--- src/rtl/sstg_pkg.sv ---
package sstg_pkg;
   localparam int ADDR_W = 12;
   localparam int BYTE_W = 8;
   localparam int CMD_W  = 16;

   localparam logic [ADDR_W-1:0] CFG_ADDR  = 12'h000;
   localparam logic [ADDR_W-1:0] RBK_ADDR  = 12'h004;
   localparam logic [ADDR_W-1:0] XFER_ADDR = 12'h234;

   localparam int CFG_SDO_BIT  = 7;
   localparam int CFG_SRST_BIT = 5;
   localparam int RBK_SEL_BIT  = 0;
   localparam int XFER_BIT     = 0;

   typedef enum logic [1:0] {
      PH_CMD  = 2'd0,
      PH_DATA = 2'd1,
      PH_END  = 2'd2
   } phase_t;
endpackage

--- src/rtl/sstg_sync.sv ---
module sstg_sync #(
   parameter int STAGES = 2
) (
   input  logic clk,
   input  logic rst_n,
   input  logic sclk_i,
   input  logic cs_n_i,
   input  logic mosi_i,
   output logic sclk_rise,
   output logic cs_hi,
   output logic mosi_s
);
   localparam logic [2:0] RST_PIPE = 3'b010;

   logic [STAGES-1:0][2:0] pipe;
   logic                   sclk_d;

   initial begin
      AST_PARAM_SYNC: assert (STAGES >= 2) else $error("sync depth below two");
   end

   always_ff @(posedge clk or negedge rst_n) begin
      if (!rst_n) begin
         pipe   <= {STAGES{RST_PIPE}};
         sclk_d <= 1'b0;
      end else begin
         pipe   <= {pipe[STAGES-2:0], {sclk_i, cs_n_i, mosi_i}};
         sclk_d <= pipe[STAGES-1][2];
      end
   end

   assign sclk_rise = pipe[STAGES-1][2] & ~sclk_d;
   assign cs_hi     = pipe[STAGES-1][1];
   assign mosi_s    = pipe[STAGES-1][0];
endmodule

--- src/rtl/sstg_frame.sv ---
module sstg_frame
   import sstg_pkg::*;
(
   input  logic              clk,
   input  logic              rst_n,
   input  logic              cs_hi,
   input  logic              sclk_rise,
   input  logic              mosi_s,
   input  logic [BYTE_W-1:0] rd_data,
   input  logic              sdo_en,
   output logic [ADDR_W-1:0] rd_addr,
   output logic              wr_stb,
   output logic [ADDR_W-1:0] wr_addr,
   output logic [BYTE_W-1:0] wr_data,
   output logic              tx_bit,
   output logic              tx_en
);
   localparam int CNT_W = $clog2(CMD_W);
   localparam logic [CNT_W-1:0] CMD_LAST  = CNT_W'(CMD_W - 1);
   localparam logic [CNT_W-1:0] BYTE_LAST = CNT_W'(BYTE_W - 1);

   phase_t              ph;
   logic [CNT_W-1:0]    bcnt;
   logic [CMD_W-2:0]    sh;
   logic                is_rd;
   logic [1:0]          left;
   logic [ADDR_W-1:0]   cur;
   logic [BYTE_W-1:0]   tx;

   // command fields as they stand when the last command bit arrives
   logic              cmd_rd;
   logic [1:0]        cmd_cnt;
   logic [ADDR_W-1:0] cmd_addr;
   logic [BYTE_W-1:0] byte_in;

   assign cmd_rd   = sh[CMD_W-2];
   assign cmd_cnt  = sh[CMD_W-3:CMD_W-4];
   assign cmd_addr = {sh[ADDR_W-2:0], mosi_s};
   assign byte_in  = {sh[BYTE_W-2:0], mosi_s};

   // address whose byte is loaded at the next load point
   assign rd_addr = (ph == PH_CMD) ? cmd_addr : cur + 1'b1;

   always_ff @(posedge clk or negedge rst_n) begin
      if (!rst_n) begin
         ph      <= PH_CMD;
         bcnt    <= '0;
         sh      <= '0;
         is_rd   <= 1'b0;
         left    <= '0;
         cur     <= '0;
         tx      <= '0;
         wr_stb  <= 1'b0;
         wr_addr <= '0;
         wr_data <= '0;
      end else begin
         wr_stb <= 1'b0;
         if (cs_hi) begin
            ph    <= PH_CMD;
            bcnt  <= '0;
            is_rd <= 1'b0;
            left  <= '0;
         end else if (sclk_rise) begin
            sh <= {sh[CMD_W-3:0], mosi_s};
            unique case (ph)
               PH_CMD: begin
                  if (bcnt == CMD_LAST) begin
                     ph    <= PH_DATA;
                     bcnt  <= '0;
                     is_rd <= cmd_rd;
                     left  <= cmd_cnt;
                     cur   <= cmd_addr;
                     tx    <= rd_data;
                  end else begin
                     bcnt <= bcnt + 1'b1;
                  end
               end
               PH_DATA: begin
                  tx <= {tx[BYTE_W-2:0], 1'b0};
                  if (bcnt == BYTE_LAST) begin
                     bcnt <= '0;
                     if (!is_rd) begin
                        wr_stb  <= 1'b1;
                        wr_addr <= cur;
                        wr_data <= byte_in;
                     end
                     if (left == 2'd0) begin
                        ph <= PH_END;
                     end else begin
                        left <= left - 1'b1;
                        cur  <= cur + 1'b1;
                        tx   <= rd_data;
                     end
                  end else begin
                     bcnt <= bcnt + 1'b1;
                  end
               end
               default: ;
            endcase
         end
      end
   end

   assign tx_bit = tx[BYTE_W-1];
   assign tx_en  = (ph == PH_DATA) && is_rd && sdo_en && !cs_hi;

   AST_WR_DIR: assert property (@(posedge clk) disable iff (!rst_n)
      wr_stb |-> !is_rd) else $error("write strobe during read");
   AST_BIT_RANGE: assert property (@(posedge clk) disable iff (!rst_n)
      (ph == PH_DATA) |-> (bcnt <= BYTE_LAST)) else $error("data bit count overrun");
   AST_ABORT_IDLE: assert property (@(posedge clk) disable iff (!rst_n)
      cs_hi |=> (ph == PH_CMD && bcnt == '0 && !wr_stb)) else $error("abort left state");
endmodule

--- src/rtl/sstg_bank.sv ---
module sstg_bank
   import sstg_pkg::*;
#(
   parameter int                WIN_DEPTH = 32,
   parameter logic [ADDR_W-1:0] WIN_BASE  = 12'h010,
   parameter logic [BYTE_W-1:0] RST_VAL   = 8'h00,
   parameter bit                SDO_RST   = 1'b1
) (
   input  logic                          clk,
   input  logic                          rst_n,
   input  logic                          wr_stb,
   input  logic [ADDR_W-1:0]             wr_addr,
   input  logic [BYTE_W-1:0]             wr_data,
   input  logic [ADDR_W-1:0]             rd_addr,
   output logic [BYTE_W-1:0]             rd_data,
   output logic [WIN_DEPTH*BYTE_W-1:0]   act_flat,
   output logic                          sdo_en
);
   localparam int              IDX_W = (WIN_DEPTH > 1) ? $clog2(WIN_DEPTH) : 1;
   localparam logic [ADDR_W:0] LIMIT = (ADDR_W+1)'(WIN_BASE) + (ADDR_W+1)'(WIN_DEPTH);

   initial begin
      AST_PARAM_DEPTH: assert (WIN_DEPTH >= 2) else $error("window too small");
      AST_PARAM_WINDOW: assert (((WIN_BASE > RBK_ADDR) && (LIMIT <= {1'b0, XFER_ADDR}))
                                || ((WIN_BASE > XFER_ADDR) && (LIMIT <= 13'h1000)))
         else $error("window overlaps a control register");
   end

   function automatic logic hit_win(input logic [ADDR_W-1:0] a);
      return ({1'b0, a} >= {1'b0, WIN_BASE}) && ({1'b0, a} < LIMIT);
   endfunction

   logic [BYTE_W-1:0]               stg [WIN_DEPTH];
   logic [BYTE_W-1:0]               act [WIN_DEPTH];
   logic [WIN_DEPTH*BYTE_W-1:0]     stg_flat;
   logic                            rb_stage;
   logic                            upd_pend;
   logic                            srst_pend;
   logic                            wr_win;
   logic [IDX_W-1:0]                wr_idx;
   logic [IDX_W-1:0]                rd_idx;

   assign wr_win = wr_stb && hit_win(wr_addr);
   assign wr_idx = IDX_W'(wr_addr - WIN_BASE);
   assign rd_idx = IDX_W'(rd_addr - WIN_BASE);

   // control registers at fixed addresses
   always_ff @(posedge clk or negedge rst_n) begin
      if (!rst_n) begin
         sdo_en    <= SDO_RST;
         rb_stage  <= 1'b0;
         upd_pend  <= 1'b0;
         srst_pend <= 1'b0;
      end else if (srst_pend) begin
         sdo_en    <= SDO_RST;
         rb_stage  <= 1'b0;
         upd_pend  <= 1'b0;
         srst_pend <= 1'b0;
      end else begin
         upd_pend  <= 1'b0;
         srst_pend <= 1'b0;
         if (wr_stb) begin
            if (wr_addr == CFG_ADDR) begin
               sdo_en    <= wr_data[CFG_SDO_BIT];
               srst_pend <= wr_data[CFG_SRST_BIT];
            end else if (wr_addr == RBK_ADDR) begin
               rb_stage <= wr_data[RBK_SEL_BIT];
            end else if (wr_addr == XFER_ADDR) begin
               upd_pend <= wr_data[XFER_BIT];
            end
         end
      end
   end

   // one staged/active pair per window byte
   genvar g;
   generate
      for (g = 0; g < WIN_DEPTH; g++) begin : g_reg
         always_ff @(posedge clk or negedge rst_n) begin
            if (!rst_n) begin
               stg[g] <= RST_VAL;
               act[g] <= RST_VAL;
            end else if (srst_pend) begin
               stg[g] <= RST_VAL;
               act[g] <= RST_VAL;
            end else begin
               if (wr_win && (wr_idx == IDX_W'(g))) stg[g] <= wr_data;
               if (upd_pend) act[g] <= stg[g];
            end
         end
         assign act_flat[g*BYTE_W +: BYTE_W] = act[g];
         assign stg_flat[g*BYTE_W +: BYTE_W] = stg[g];
      end
   endgenerate

   always_comb begin
      rd_data = '0;
      if (rd_addr == CFG_ADDR) begin
         rd_data[CFG_SDO_BIT] = sdo_en;
      end else if (rd_addr == RBK_ADDR) begin
         rd_data[RBK_SEL_BIT] = rb_stage;
      end else if (hit_win(rd_addr)) begin
         rd_data = rb_stage ? stg[rd_idx] : act[rd_idx];
      end
   end

   AST_ACT_HOLD: assert property (@(posedge clk) disable iff (!rst_n)
      (!upd_pend && !srst_pend) |=> $stable(act_flat)) else $error("active copy moved");
   AST_UPD_COPY: assert property (@(posedge clk) disable iff (!rst_n)
      upd_pend |=> (act_flat == $past(stg_flat))) else $error("commit copy wrong");
   AST_UPD_CLEAR: assert property (@(posedge clk) disable iff (!rst_n)
      upd_pend |=> !upd_pend) else $error("commit not self-clearing");
   AST_SRST_CLEAR: assert property (@(posedge clk) disable iff (!rst_n)
      srst_pend |=> ((act_flat == {WIN_DEPTH{RST_VAL}}) && (stg_flat == {WIN_DEPTH{RST_VAL}})
                     && !rb_stage && (sdo_en == SDO_RST))) else $error("soft reset incomplete");
endmodule

--- src/rtl/sstg_spi_regfile.sv ---
module sstg_spi_regfile
   import sstg_pkg::*;
#(
   parameter int                WIN_DEPTH   = 32,
   parameter logic [ADDR_W-1:0] WIN_BASE    = 12'h010,
   parameter logic [BYTE_W-1:0] RST_VAL     = 8'h00,
   parameter bit                SDO_RST     = 1'b1,
   parameter int                SYNC_STAGES = 2
) (
   input  logic                        clk,
   input  logic                        rst_n,
   input  logic                        sclk,
   input  logic                        cs_n,
   input  logic                        mosi,
   output logic                        miso,
   output logic                        miso_en,
   output logic [WIN_DEPTH*BYTE_W-1:0] act_regs
);
   logic              sclk_rise;
   logic              cs_hi;
   logic              mosi_s;
   logic [ADDR_W-1:0] rd_addr;
   logic [BYTE_W-1:0] rd_data;
   logic              wr_stb;
   logic [ADDR_W-1:0] wr_addr;
   logic [BYTE_W-1:0] wr_data;
   logic              sdo_en;
   logic              tx_bit;
   logic              tx_en;

   sstg_sync #(.STAGES(SYNC_STAGES)) u_sync (
      .clk       (clk),
      .rst_n     (rst_n),
      .sclk_i    (sclk),
      .cs_n_i    (cs_n),
      .mosi_i    (mosi),
      .sclk_rise (sclk_rise),
      .cs_hi     (cs_hi),
      .mosi_s    (mosi_s)
   );

   sstg_frame u_frame (
      .clk       (clk),
      .rst_n     (rst_n),
      .cs_hi     (cs_hi),
      .sclk_rise (sclk_rise),
      .mosi_s    (mosi_s),
      .rd_data   (rd_data),
      .sdo_en    (sdo_en),
      .rd_addr   (rd_addr),
      .wr_stb    (wr_stb),
      .wr_addr   (wr_addr),
      .wr_data   (wr_data),
      .tx_bit    (tx_bit),
      .tx_en     (tx_en)
   );

   sstg_bank #(
      .WIN_DEPTH (WIN_DEPTH),
      .WIN_BASE  (WIN_BASE),
      .RST_VAL   (RST_VAL),
      .SDO_RST   (SDO_RST)
   ) u_bank (
      .clk       (clk),
      .rst_n     (rst_n),
      .wr_stb    (wr_stb),
      .wr_addr   (wr_addr),
      .wr_data   (wr_data),
      .rd_addr   (rd_addr),
      .rd_data   (rd_data),
      .act_flat  (act_regs),
      .sdo_en    (sdo_en)
   );

   assign miso    = tx_bit;
   assign miso_en = tx_en & ~cs_n;
endmodule

--- config.mk ---
export PLATFORM = sky130hd
export DESIGN_NAME = sstg_spi_regfile
export DESIGN_NICKNAME = d
export VERILOG_FILES = /design/src/rtl/sstg_pkg.sv /design/src/rtl/sstg_sync.sv /design/src/rtl/sstg_frame.sv /design/src/rtl/sstg_bank.sv /design/src/rtl/sstg_spi_regfile.sv
export SDC_FILE = /design/constraint.sdc
export NUM_CORES = 1
export LEC_CHECK = 0
export BUFFER_PORTS_ARGS = -buffer_cell sky130_fd_sc_hd__buf_4
export CAP_MARGIN = 20
export CORE_ASPECT_RATIO = 1.75
export CORE_MARGIN = 10
export CORE_UTILIZATION = 35
export DETAILED_ROUTE_END_ITERATION = 10
export PLACE_DENSITY = 0.58
export SLEW_MARGIN = 20
export SYNTH_ARGS = -nofsm -noshare
export SYNTH_HDL_FRONTEND = slang
export SYNTH_HIERARCHICAL = 1
export SYNTH_SLANG_ARGS = --single-unit
--- constraint.sdc ---
create_clock -name clk -period 9.95 [get_ports clk]
set_clock_uncertainty 0.05 [all_clocks]
set_input_delay 0.4975 -clock clk [delete_from_list [all_inputs] [get_ports clk]]
set_output_delay 0.4975 -clock clk [all_outputs]
set_load 0.01 [all_outputs]
==> results.py, run 1 <==
metrics = {
    "run_status": {
        "status": "finished clean",
    },
    "floorplanning": {
        "die_w_um": 237,
        "placementRows": 139,
        "start_util_pct": 35.2,
        "coreArea_sq_mm": 0.0821,
        "num_io_pins": 263,
        "die_area_sq_mm": 0.0950,
        "die_h_um": 400,
    },
    "cts": {
        "cts_made_buffers": 56,
        "htree_levels": 2,
        "clkSlewWorstSetupHoldPaths_ns": 0.06,
        "cts_tree": "yes",
        "cts-root-buf": "clkbuf_16",
        "cts.sinks": 588,
        "insertion_delay_ns": 0.65,
        "cts_max_path_buffers": 3,
    },
    "power": {
        "power_switching_mw": 1.39,
        "p_int_mw": 3.87,
        "power_mw": 5.26,
        "clkPwrFrac_pct": 42.8,
        "peakVddDrop_mv": 0.134,
        "pwr-share-comb_pct": 10.9,
        "leakage_nw": 15.7,
        "powerDensity_mw_per_mm2": 156,
        "power_frac_seq_pct": 46.3,
        "switching_share_pct": 26.5,
    },
    "layout": {
        "fin_area_sq_mm": 0.0336,
        "nFillCells": 7886,
        "diodes": 0,
        "drive_gt1_share_pct": 22.9,
        "syn_to_final_growth_pct": 16.3,
        "nNetsFinal": 2687,
    },
    "synth": {
        "synth.cell_area_sq_mm": 0.0289,
        "synth_seq_area_share_pct": 50.9,
        "synthArstFlopShare_pct": 100,
        "synth_warnings": 6,
        "synth_edf_count": 0,
        "ys_seq_elements": 588,
        "synth_compound_gate_area_share_pct": 4.76,
        "synth-main-ff-cell": "dfrtp_1",
        "synth_top_area_share_pct": 50.6,
        "synth_area_leader_cell": "dfrtp_1",
        "synthXorXnorAreaFrac_pct": 0.394,
        "synth-simple-area-share_pct": 13.6,
        "syn-instance-count": 2532,
        "syn_nets": 2541,
        "synth_cell_types": 78,
        "synth_mux_area_share_pct": 27.0,
        "synth_top_family_by_area": "multiplexers",
        "synth_area_per_cell_sq_um": 11.4,
        "synth_top_cells_by_area": "dfrtp_1, mux2i_1, mux4_2",
        "synth_fa_ha_area_share_pct": 0.173,
    },
    "detailed_routing": {
        "wl_um": 101000,
        "via_per_inst": 5.59,
        "detail_route.wl_per_cell_um": 26.8,
        "ant_nets": 0,
        "dr.pass1.iters": 6,
        "route.detailed.drc": 0,
        "vias": 21100,
        "drt_iter0_drc": 2045,
    },
    "setup_path": {
        "worstPathCellList": "ha_1 -> and3_1 -> and3_1 -> xnor2_1 -> o21ai_0 -> nor4_1 -> nand2_1 -> nor3b_1 -> a31oi_1 -> a221oi_1 -> mux2i_1 -> a21oi_1",
        "path_common_cell": "and3_1",
        "slowest_delay_ns": 0.84,
        "slowest_stage": "nor4_1",
        "crit_type": "register to register",
        "start_kind": "register",
        "crit_buf_inv": 0,
        "cp_data_arrival_time_ns": 4.87,
        "endpoint_kind": "register",
        "critPathMaxFanout": 7,
        "path_delay_family": "simple AND/OR/NAND/NOR gates",
        "worst_ep_required_time_ns": 10.47,
    },
    "placement": {
        "gp_congestion": 0.866,
        "dpl_cell_area_sq_mm": 0.0316,
        "dp_hpwl_um": 69500,
        "port_buffers": 262,
        "dpl_worst_slack_ns": 5.61,
    },
    "sta": {
        "relSlewSlack_pct": 19.8,
        "fmax_mhz": 230,
        "worst_pin_slew_ns": 1.20,
        "fin_crit_ns": 4.35,
        "hold_viol": 0,
        "fin_setup_tns_ns": 0,
        "report.final.slew_viol_count": 0,
        "setup_viol_count_final": 0,
        "period_share_pct": 43.7,
        "rsz0062_at_grt": "false",
        "setup_slack_ns": 5.60,
    },
    "run": {
        "drv_cap": 0,
    },
    "global_route": {
        "grt_pass1_vias": 21900,
        "grt_max_degree": 240,
        "grt_pass1_wl_um": 151000,
        "antenna_found_initial": 0,
        "grt_usage_pct": 20.9,
        "grt_overflow": 0,
    },
    "hold_path": {
        "holdCritPathClass": "register to register",
    },
}
-- layer usage --
layer	GRT usage (%)	part of all wire [%]	vias to the layer above
met5	0	0	-
met4	10.5	5.2	0
met3	3.88	6.3	179
met2	35.1	50	814
met1	25.3	39	11000
li1	-	-	9148
-- worst paths after layout --
path                            slack (ns)           start                    to  cells after the start
worst min-delay path                  0.31  u_sync/pipe[1]          u_sync/cs_hi                      0
min in group asynchronous             0.32           rst_n  u_bank/act_flat[160]                      2
worst max-delay path                  5.60  u_frame/cur[0]         u_frame/tx[3]                     12
max in group asynchronous             6.94           rst_n    u_frame/wr_data[0]                      5
worst max register to register        5.60  u_frame/cur[0]         u_frame/tx[3]                     12
worst min register to register        0.31  u_sync/pipe[1]          u_sync/cs_hi                      0
-- cells in the mapped netlist, drive strengths merged (8+ instances only) --
library cell and instances:
or2 8, dfrtp 585, nor2 418, nor2b 16, a21oi 149, nand2 320
nand2b 10, buf 75, mux4 138, mux2i 413, o22ai 11, a31oi 8
clkbuf 129, nor3 23, mux2 43, nand3 28, inv 8, or3 18
o21ai 24
-- power groups by stage --
stage               Sequential, mW  Combinational [mW]  Clock, mW
finish                        2.43               0.573       2.25
floorplan                     2.47               0.329          0
detailed placement            2.48               0.567          0
CTS                           2.43               0.570       2.30
global placement              2.48               0.561          0
global route                  2.44               0.606       2.38
-- layout make-up --
class	instances	area [sq um]	area share, %
Sequential cell	588	14700	43.8
Multi-Input combinational cell	1731	13300	39.7
Timing Repair Buffer	292	2300	6.83
Clock buffer	87	1750	5.20
Tap cell	1057	1320	3.93
Clock inverter	14	165	0.491
Inverter	9	33.8	0.100
-- cells by family after synthesis --
logic type,count (synthesis)
multiplexers,594
XOR/XNOR,13
buffers and inverters,213
AO/OA/AOI/OAI,237
adder cells (fa/ha/maj),4
flip-flops,588
AND/OR/NAND/NOR,883
-- worst register-to-register path, stage by stage (launching register included) --
cell and delay [ns]:
dfrtp_1 0.48, ha_1 0.35, and3_1 0.22, and3_1 0.23
xnor2_1 0.13, o21ai_0 0.09, nor4_1 0.84, nand2_1 0.40
nor3b_1 0.72, a31oi_1 0.16, a221oi_1 0.32, mux2i_1 0.12
a21oi_1 0.18
-- timing repair --
item,CTS,global route
endpoints found under the setup margin,0,0
buffers inserted,0,0
endpoints found under the hold margin,74,0
gates resized for setup,0,0
hold buffers,4,0
-- cells in the final DEF (no fill, tap or decap), drive strengths merged, types with 4 or more instances in the layout --
cell	Yosys	layout
o22ai	11	11
inv	8	9
a21oi	149	149
nor3	23	23
nor2b	16	16
xor2	7	7
nor2	418	418
a22oi	5	5
nand2	320	320
o21ai	24	24
mux2i	413	413
ha	4	4
clkbuf	129	87
buf	75	288
or3	18	18
clkinv	1	9
dlygate4sd3	0	4
a31oi	8	8
a2bb2oi	5	5
nor4	7	7
and3	6	6
or2	8	8
nand3	28	28
nor3b	6	6
a211o	7	7
mux4	138	138
dfrtp	585	585
nand4	7	7
nand2b	10	10
xnor2	6	6
mux2	43	43
o211ai	5	5
-- stage by stage --
| stage | hold slack [ns] | instances | util (%) |
|---|---|---|---|
| final | 0.313 | 3778 | 41.0 |
| after floorplan | 0.152 | 2532 | - |
| after detailed placement | 0.304 | 3672 | 38.6 |
| after CTS | 0.314 | 3777 | 40.9 |
| after global routing | 0.317 | 3778 | 41.0 |
| after global placement | 0.300 | 3672 | 38.6 |
-- registers in the layout, indices dropped and copies added, names as in the netlist, 2 cells and up --
register,cells
u_frame/cur,12
u_bank/act_flat,256
u_frame/left,2
u_frame/ph,2
u_sync/pipe,4
u_bank/stg,256
u_frame/sh,15
u_frame/bcnt,4
u_frame/wr_data,8
u_frame/tx,8
u_frame/wr_addr,12
No activity file was read; power rests on OpenSTA's default activity.
==> run 2: changes to the inputs <==
ABC_AREA = 1   (was default)
clock period = 4.55 ns   (was 9.95 ns; I/O delays follow)
==> run 2 against run 1 <==
  * Worst hold slack lost 0.23 ns
  * Synthesized area grew 1.8%
  * Combinational power grew to 11 times the previous value
  * Die area grew 1.7%
  * Sequential power grew 120%
  * Cell area grew 1.6%
  * Largest cell class unchanged
  * Sequential share of layout area shrank 0.72 points
==> results.py, run 2 <==
metrics = {
    "layout": {
        "nFillCells": 8668,
        "final_core_util_pct": 41.0,
        "layoutNonFillerInstCount": 5074,
        "mostFrequentLayoutCell": "nand2_1",
        "layout_common_cells": "nand2_1, dfrtp_1, o21ai_0",
        "syn_to_final_growth_pct": 16.1,
        "drive_gt1_share_pct": 12.4,
        "fin_area_sq_mm": 0.0342,
        "diodes": 0,
        "nNetsFinal": 3975,
    },
    "sta": {
        "period_share_pct": 83.1,
        "relSlewSlack_pct": 26.8,
        "fin_crit_ns": 3.78,
        "rsz0062_at_grt": "false",
        "fmax_mhz": 264,
        "holdWs_ns": 0.0832,
        "setup_slack_ns": 0.767,
        "setup_viol_count_final": 0,
        "report.final.slew_viol_count": 0,
        "hold_viol": 0,
        "fin_setup_tns_ns": 0,
        "worst_pin_slew_ns": 1.10,
    },
    "detailed_routing": {
        "vias": 27200,
        "ant_nets": 0,
        "drt_iter0_drc": 2781,
        "dr.pass1.iters": 8,
        "via_per_inst": 5.36,
        "wl_um": 120000,
        "detail_route.wl_per_cell_um": 23.6,
        "route.detailed.drc": 0,
    },
    "global_route": {
        "grt_pass1_wl_um": 178000,
        "grt_max_degree": 123,
        "grt_pass1_vias": 26400,
        "grt_overflow": 0,
        "antenna_found_initial": 2,
        "grt_usage_pct": 24.4,
    },
    "setup_path": {
        "worst_ep_required_time_ns": 5.02,
        "cp_data_arrival_time_ns": 4.25,
        "crit_type": "register to register",
        "critPathMaxFanout": 100,
        "start_kind": "register",
        "endpoint_kind": "register",
    },
    "synth": {
        "synth_top_cells_by_area": "dfrtp_1, nand2_1, o21ai_0",
        "synthArstFlopShare_pct": 100,
        "yosysMostFrequentCell": "nand2_1",
        "synth_top_family_by_area": "simple AND/OR/NAND/NOR gates",
        "synth_cell_types": 44,
        "synth_area_leader_cell": "dfrtp_1",
        "synth_mux_area_share_pct": 0,
        "synth.cell_area_sq_mm": 0.0294,
        "ys_seq_elements": 588,
        "synth_warnings": 6,
        "synth_top_area_share_pct": 49.7,
        "synth_seq_area_share_pct": 50.0,
        "syn_nets": 3852,
        "synth_compound_gate_area_share_pct": 13.8,
        "synthXorXnorAreaFrac_pct": 0.119,
        "synth_area_per_cell_sq_um": 7.66,
        "synth_edf_count": 0,
        "synth_fa_ha_area_share_pct": 0.170,
        "synth-simple-area-share_pct": 27.3,
        "yosys-top-cells-count": "nand2_1, dfrtp_1, o21ai_0, inv_1, nand3_1",
        "synth-main-ff-cell": "dfrtp_1",
        "syn-instance-count": 3843,
    },
    "power": {
        "power_mw": 16.6,
        "peakVddDrop_mv": 0.501,
        "powerDensity_mw_per_mm2": 485,
        "leakage_nw": 18.9,
    },
    "cts": {
        "cts-root-buf": "clkbuf_16",
        "htree_levels": 2,
        "cts_tree": "yes",
        "clkSlewWorstSetupHoldPaths_ns": 0.06,
        "cts.sinks": 588,
        "insertion_delay_ns": 0.65,
        "cts_max_path_buffers": 3,
        "cts_made_buffers": 57,
        "cts-resized-gates": 0,
    },
    "floorplanning": {
        "die_h_um": 404,
        "die_w_um": 239,
        "die_area_sq_mm": 0.0966,
        "placementRows": 140,
        "num_io_pins": 263,
        "start_util_pct": 35.3,
        "coreArea_sq_mm": 0.0834,
    },
    "placement": {
        "gp_congestion": 0.943,
        "dp_cells": 4968,
        "dpl_worst_slack_ns": 0.922,
        "dp_hpwl_um": 82900,
        "port_buffers": 262,
        "dpl_cell_area_sq_mm": 0.0322,
    },
    "hold_path": {
        "holdCritPathClass": "input pin to async pin",
    },
    "run_status": {
        "status": "finished clean",
    },
    "run": {
        "drv_cap": 0,
    },
}
-- run 2: repair_timing --
action,4_1_cts,5_1_grt
endpoints found under the setup margin,0,0
endpoints found under the hold margin,65,0
hold buffers,4,0
setup buffers,0,0
-- run 2: routing by layer --
layer	global-route usage (%)	routed length, um	up-vias
li1	-	-	12600
met1	28.7	45500	13300
met2	40.6	58000	1062
met3	4.40	8210	239
met4	14.9	8020	0
met5	0	0	-
-- run 2: area by class of cell --
type                    count  area [sq um]  share of cell area (%)
flip-flops and latches    588         14700                    43.1
multi-input cells        2652         12300                    35.9
repair buffers            323          2590                    7.59
clock buffers              90          1760                    5.16
well taps                1065          1330                    3.90
inverters                 344          1310                    3.84
clock inverters            12           193                   0.564
-- run 2: worst paths after layout --
check	endpoint	from	cells after the start	slack [ns]
hold reg to reg	u_sync/pipe[5]	u_sync/pipe[2]	0	0.30
setup reg to reg	u_frame/tx[6]	u_frame/ph[1]	14	0.77
setup / recovery	u_frame/tx[6]	u_frame/ph[1]	14	0.77
hold / removal	u_bank/stg[164]	rst_n	2	0.08
max in group asynchronous	u_bank/stg[124]	rst_n	3	3.14
min in group clk	u_sync/pipe[2]	sclk	2	0.18
-- run 2: cell families after synthesis --
group           Yosys count
buf+inv                 603
flops                   588
fa+ha+maj                 4
xor+xnor                  4
compound gates          778
simple gates           1866
-- run 2: power by group --
part	switching, mW	leakage, nW	internal, mW	total [mW]
Sequential	0.116	8.17	5.34	5.45
Clock	2.14	0.965	2.92	5.06
Combinational	4.53	9.75	1.52	6.06
Total	6.79	18.9	9.78	16.6
-- run 2: worst max-delay path, cell delays in order, from the launching register on --
cell,delay [ns]
dfrtp_1,0.48
nor2_4,0.36
nand2_1,0.16
o21ai_4,0.29
buf_12,0.41
nand2_1,0.52
or2_2,0.45
o211ai_1,0.10
a21oi_1,0.14
nand3_1,0.10
nand3_1,0.08
nand2_1,0.07
nor2_1,0.04
o21ai_0,0.17
nand2_1,0.08
==> run 3: changes to the inputs <==
ABC_AREA = 0   (was 1)
PLACE_DENSITY = 0.6   (was 0.58)
clock period = 3.3 ns   (was 4.55 ns; I/O delays follow)
==> run 3 against run 2 <==
  * Power decreased by 0.51%
  * Critical path depth decreased by 4
  * Worst hold slack improved by 0.0096 ns
  * First-iteration DRC count decreased by 19%
  * Utilization increased by 1.4 points
  * Setup slack got worse by 0.66 ns
  * Critical endpoint is now u_frame/tx[3]
  * Largest power group is now sequential cells
==> results.py, run 3 (synthesized netlist as in run 1, its figures left out) <==
metrics = {
    "detailed_routing": {
        "drt_iter0_drc": 2252,
        "via_per_inst": 5.65,
        "route.detailed.drc": 0,
        "ant_nets": 0,
        "detail_route.wl_per_cell_um": 27.1,
        "wl_um": 105000,
        "vias": 21900,
        "dr.pass1.iters": 9,
    },
    "sta": {
        "worst_pin_slew_ns": 1.07,
        "setup_viol_count_final": 0,
        "holdWs_ns": 0.0928,
        "relSlewSlack_pct": 28.3,
        "report.final.slew_viol_count": 0,
        "fin_crit_ns": 3.19,
        "fmax_mhz": 313,
        "setup_slack_ns": 0.109,
        "period_share_pct": 96.7,
        "hold_viol": 0,
    },
    "setup_path": {
        "slowest_stage": "mux4_2",
        "critPathMaxFanout": 30,
        "cp_data_arrival_time_ns": 3.66,
        "start_kind": "register",
        "endpoint_kind": "register",
        "path_common_cell": "mux4_2",
        "path_delay_family": "multiplexers",
        "worstPathCellList": "nor2_1 -> buf_4 -> mux2_8 -> buf_12 -> mux4_2 -> mux4_2 -> nand2_1 -> a221oi_1 -> mux2i_1 -> a21oi_1",
        "crit_type": "register to register",
        "worst-r2r-setup-slack_ns": 0.11,
        "worst_r2r_path_depth": 10,
        "crit_cells": 10,
        "worst_ep_required_time_ns": 3.77,
        "slowest_delay_ns": 0.57,
        "crit_buf_inv": 2,
    },
    "hold_path": {
        "holdCritPathClass": "input pin to async pin",
    },
    "placement": {
        "dpl_cell_area_sq_mm": 0.0326,
        "port_buffers": 262,
        "dpl_worst_slack_ns": 0.0263,
        "dp_cells": 3758,
        "gp_congestion": 0.930,
        "dp_hpwl_um": 75600,
    },
    "layout": {
        "mostFrequentLayoutCell": "dfrtp_1",
        "drive_gt1_share_pct": 25.8,
        "nNetsFinal": 2777,
        "diodes": 0,
        "layout_common_cells": "dfrtp_1, nor2_1, mux2i_1",
        "syn_to_final_growth_pct": 20.1,
        "fin_area_sq_mm": 0.0347,
        "layoutNonFillerInstCount": 3871,
    },
    "floorplanning": {
        "start_util_pct": 35.2,
        "die_w_um": 237,
        "die_area_sq_mm": 0.0950,
        "coreArea_sq_mm": 0.0821,
        "placementRows": 139,
        "num_io_pins": 263,
        "die_h_um": 400,
    },
    "cts": {
        "insertion_delay_ns": 0.67,
        "cts_made_buffers": 55,
        "clkSlewWorstSetupHoldPaths_ns": 0.07,
        "cts-root-buf": "clkbuf_16",
        "cts.sinks": 588,
        "htree_levels": 2,
        "cts_max_path_buffers": 3,
        "cts_tree": "yes",
    },
    "global_route": {
        "grt_pass1_vias": 22300,
        "grt_pass1_wl_um": 155000,
        "grt_max_degree": 127,
        "grt_overflow": 0,
        "grt_usage_pct": 21.6,
        "antenna_found_initial": 0,
    },
    "run": {
        "drv_cap": 0,
    },
    "power": {
        "leakage_nw": 16.3,
        "powerDensity_mw_per_mm2": 474,
        "peakVddDrop_mv": 0.354,
    },
    "run_status": {
        "status": "finished clean",
    },
}
## run 3: timing repair
action,4_1_cts,5_1_grt
endpoints found under the hold margin,205,0
hold buffers,4,0
endpoints found under the setup margin,0,8
resized for setup,0,14
buffers inserted,0,6
## run 3: per-stage QoR
step | utilization [%] | setup TNS (ns) | power [mW]
2_1_floorplan | - | 0 | 8.43
3_3_place_gp | 39.7 | -0.00317 | 9.41
3_5_place_dp | 39.7 | 0 | 9.41
4_1_cts | 42.2 | 0 | 16.5
5_1_grt | 42.3 | -0.0646 | 17.0
6_report | 42.3 | 0 | 16.5
## run 3: where the power goes
part	switching, mW	internal [mW]	total [mW]
Combinational	1.29	0.794	2.08
Clock	2.98	4.09	7.06
Sequential	0.0786	7.26	7.34
## run 3: final timing paths
kind | start | end
worst min register to register | u_sync/pipe[0] | u_sync/mosi_s
max in group asynchronous | rst_n | u_bank/stg[201]
worst max-delay path | u_frame/ph[0] | u_frame/tx[3]
min in group clk | mosi | u_sync/pipe[0]
worst min-delay path | rst_n | u_bank/act_flat[168]
worst max register to register | u_frame/ph[0] | u_frame/tx[3]
## run 3: routing by layer
metal  track usage (%)  vias to the layer above  share of wire, %
met5                 0                        -                 0
met4              12.7                        0               6.7
met3              3.69                      264               6.0
met2              37.0                      966                51
met1              24.9                    11300                37
li1                  -                     9330                 -
## run 3: area by class of cell
class	count	area [sq um]
clock buffers	77	1590
clock inverters	26	408
fillers	7700	47300
inverters	9	33.8
multi-input cells	1731	13400
flip-flops and latches	588	14700
well taps	1057	1320
repair buffers	383	3270
## run 3: worst register-to-register path, stage by stage (launching register included)
cell	delay, ns
dfrtp_1	0.38
nor2_1	0.21
buf_4	0.17
mux2_8	0.48
buf_12	0.22
mux4_2	0.54
mux4_2	0.57
nand2_1	0.14
a221oi_1	0.08
mux2i_1	0.14
a21oi_1	0.09
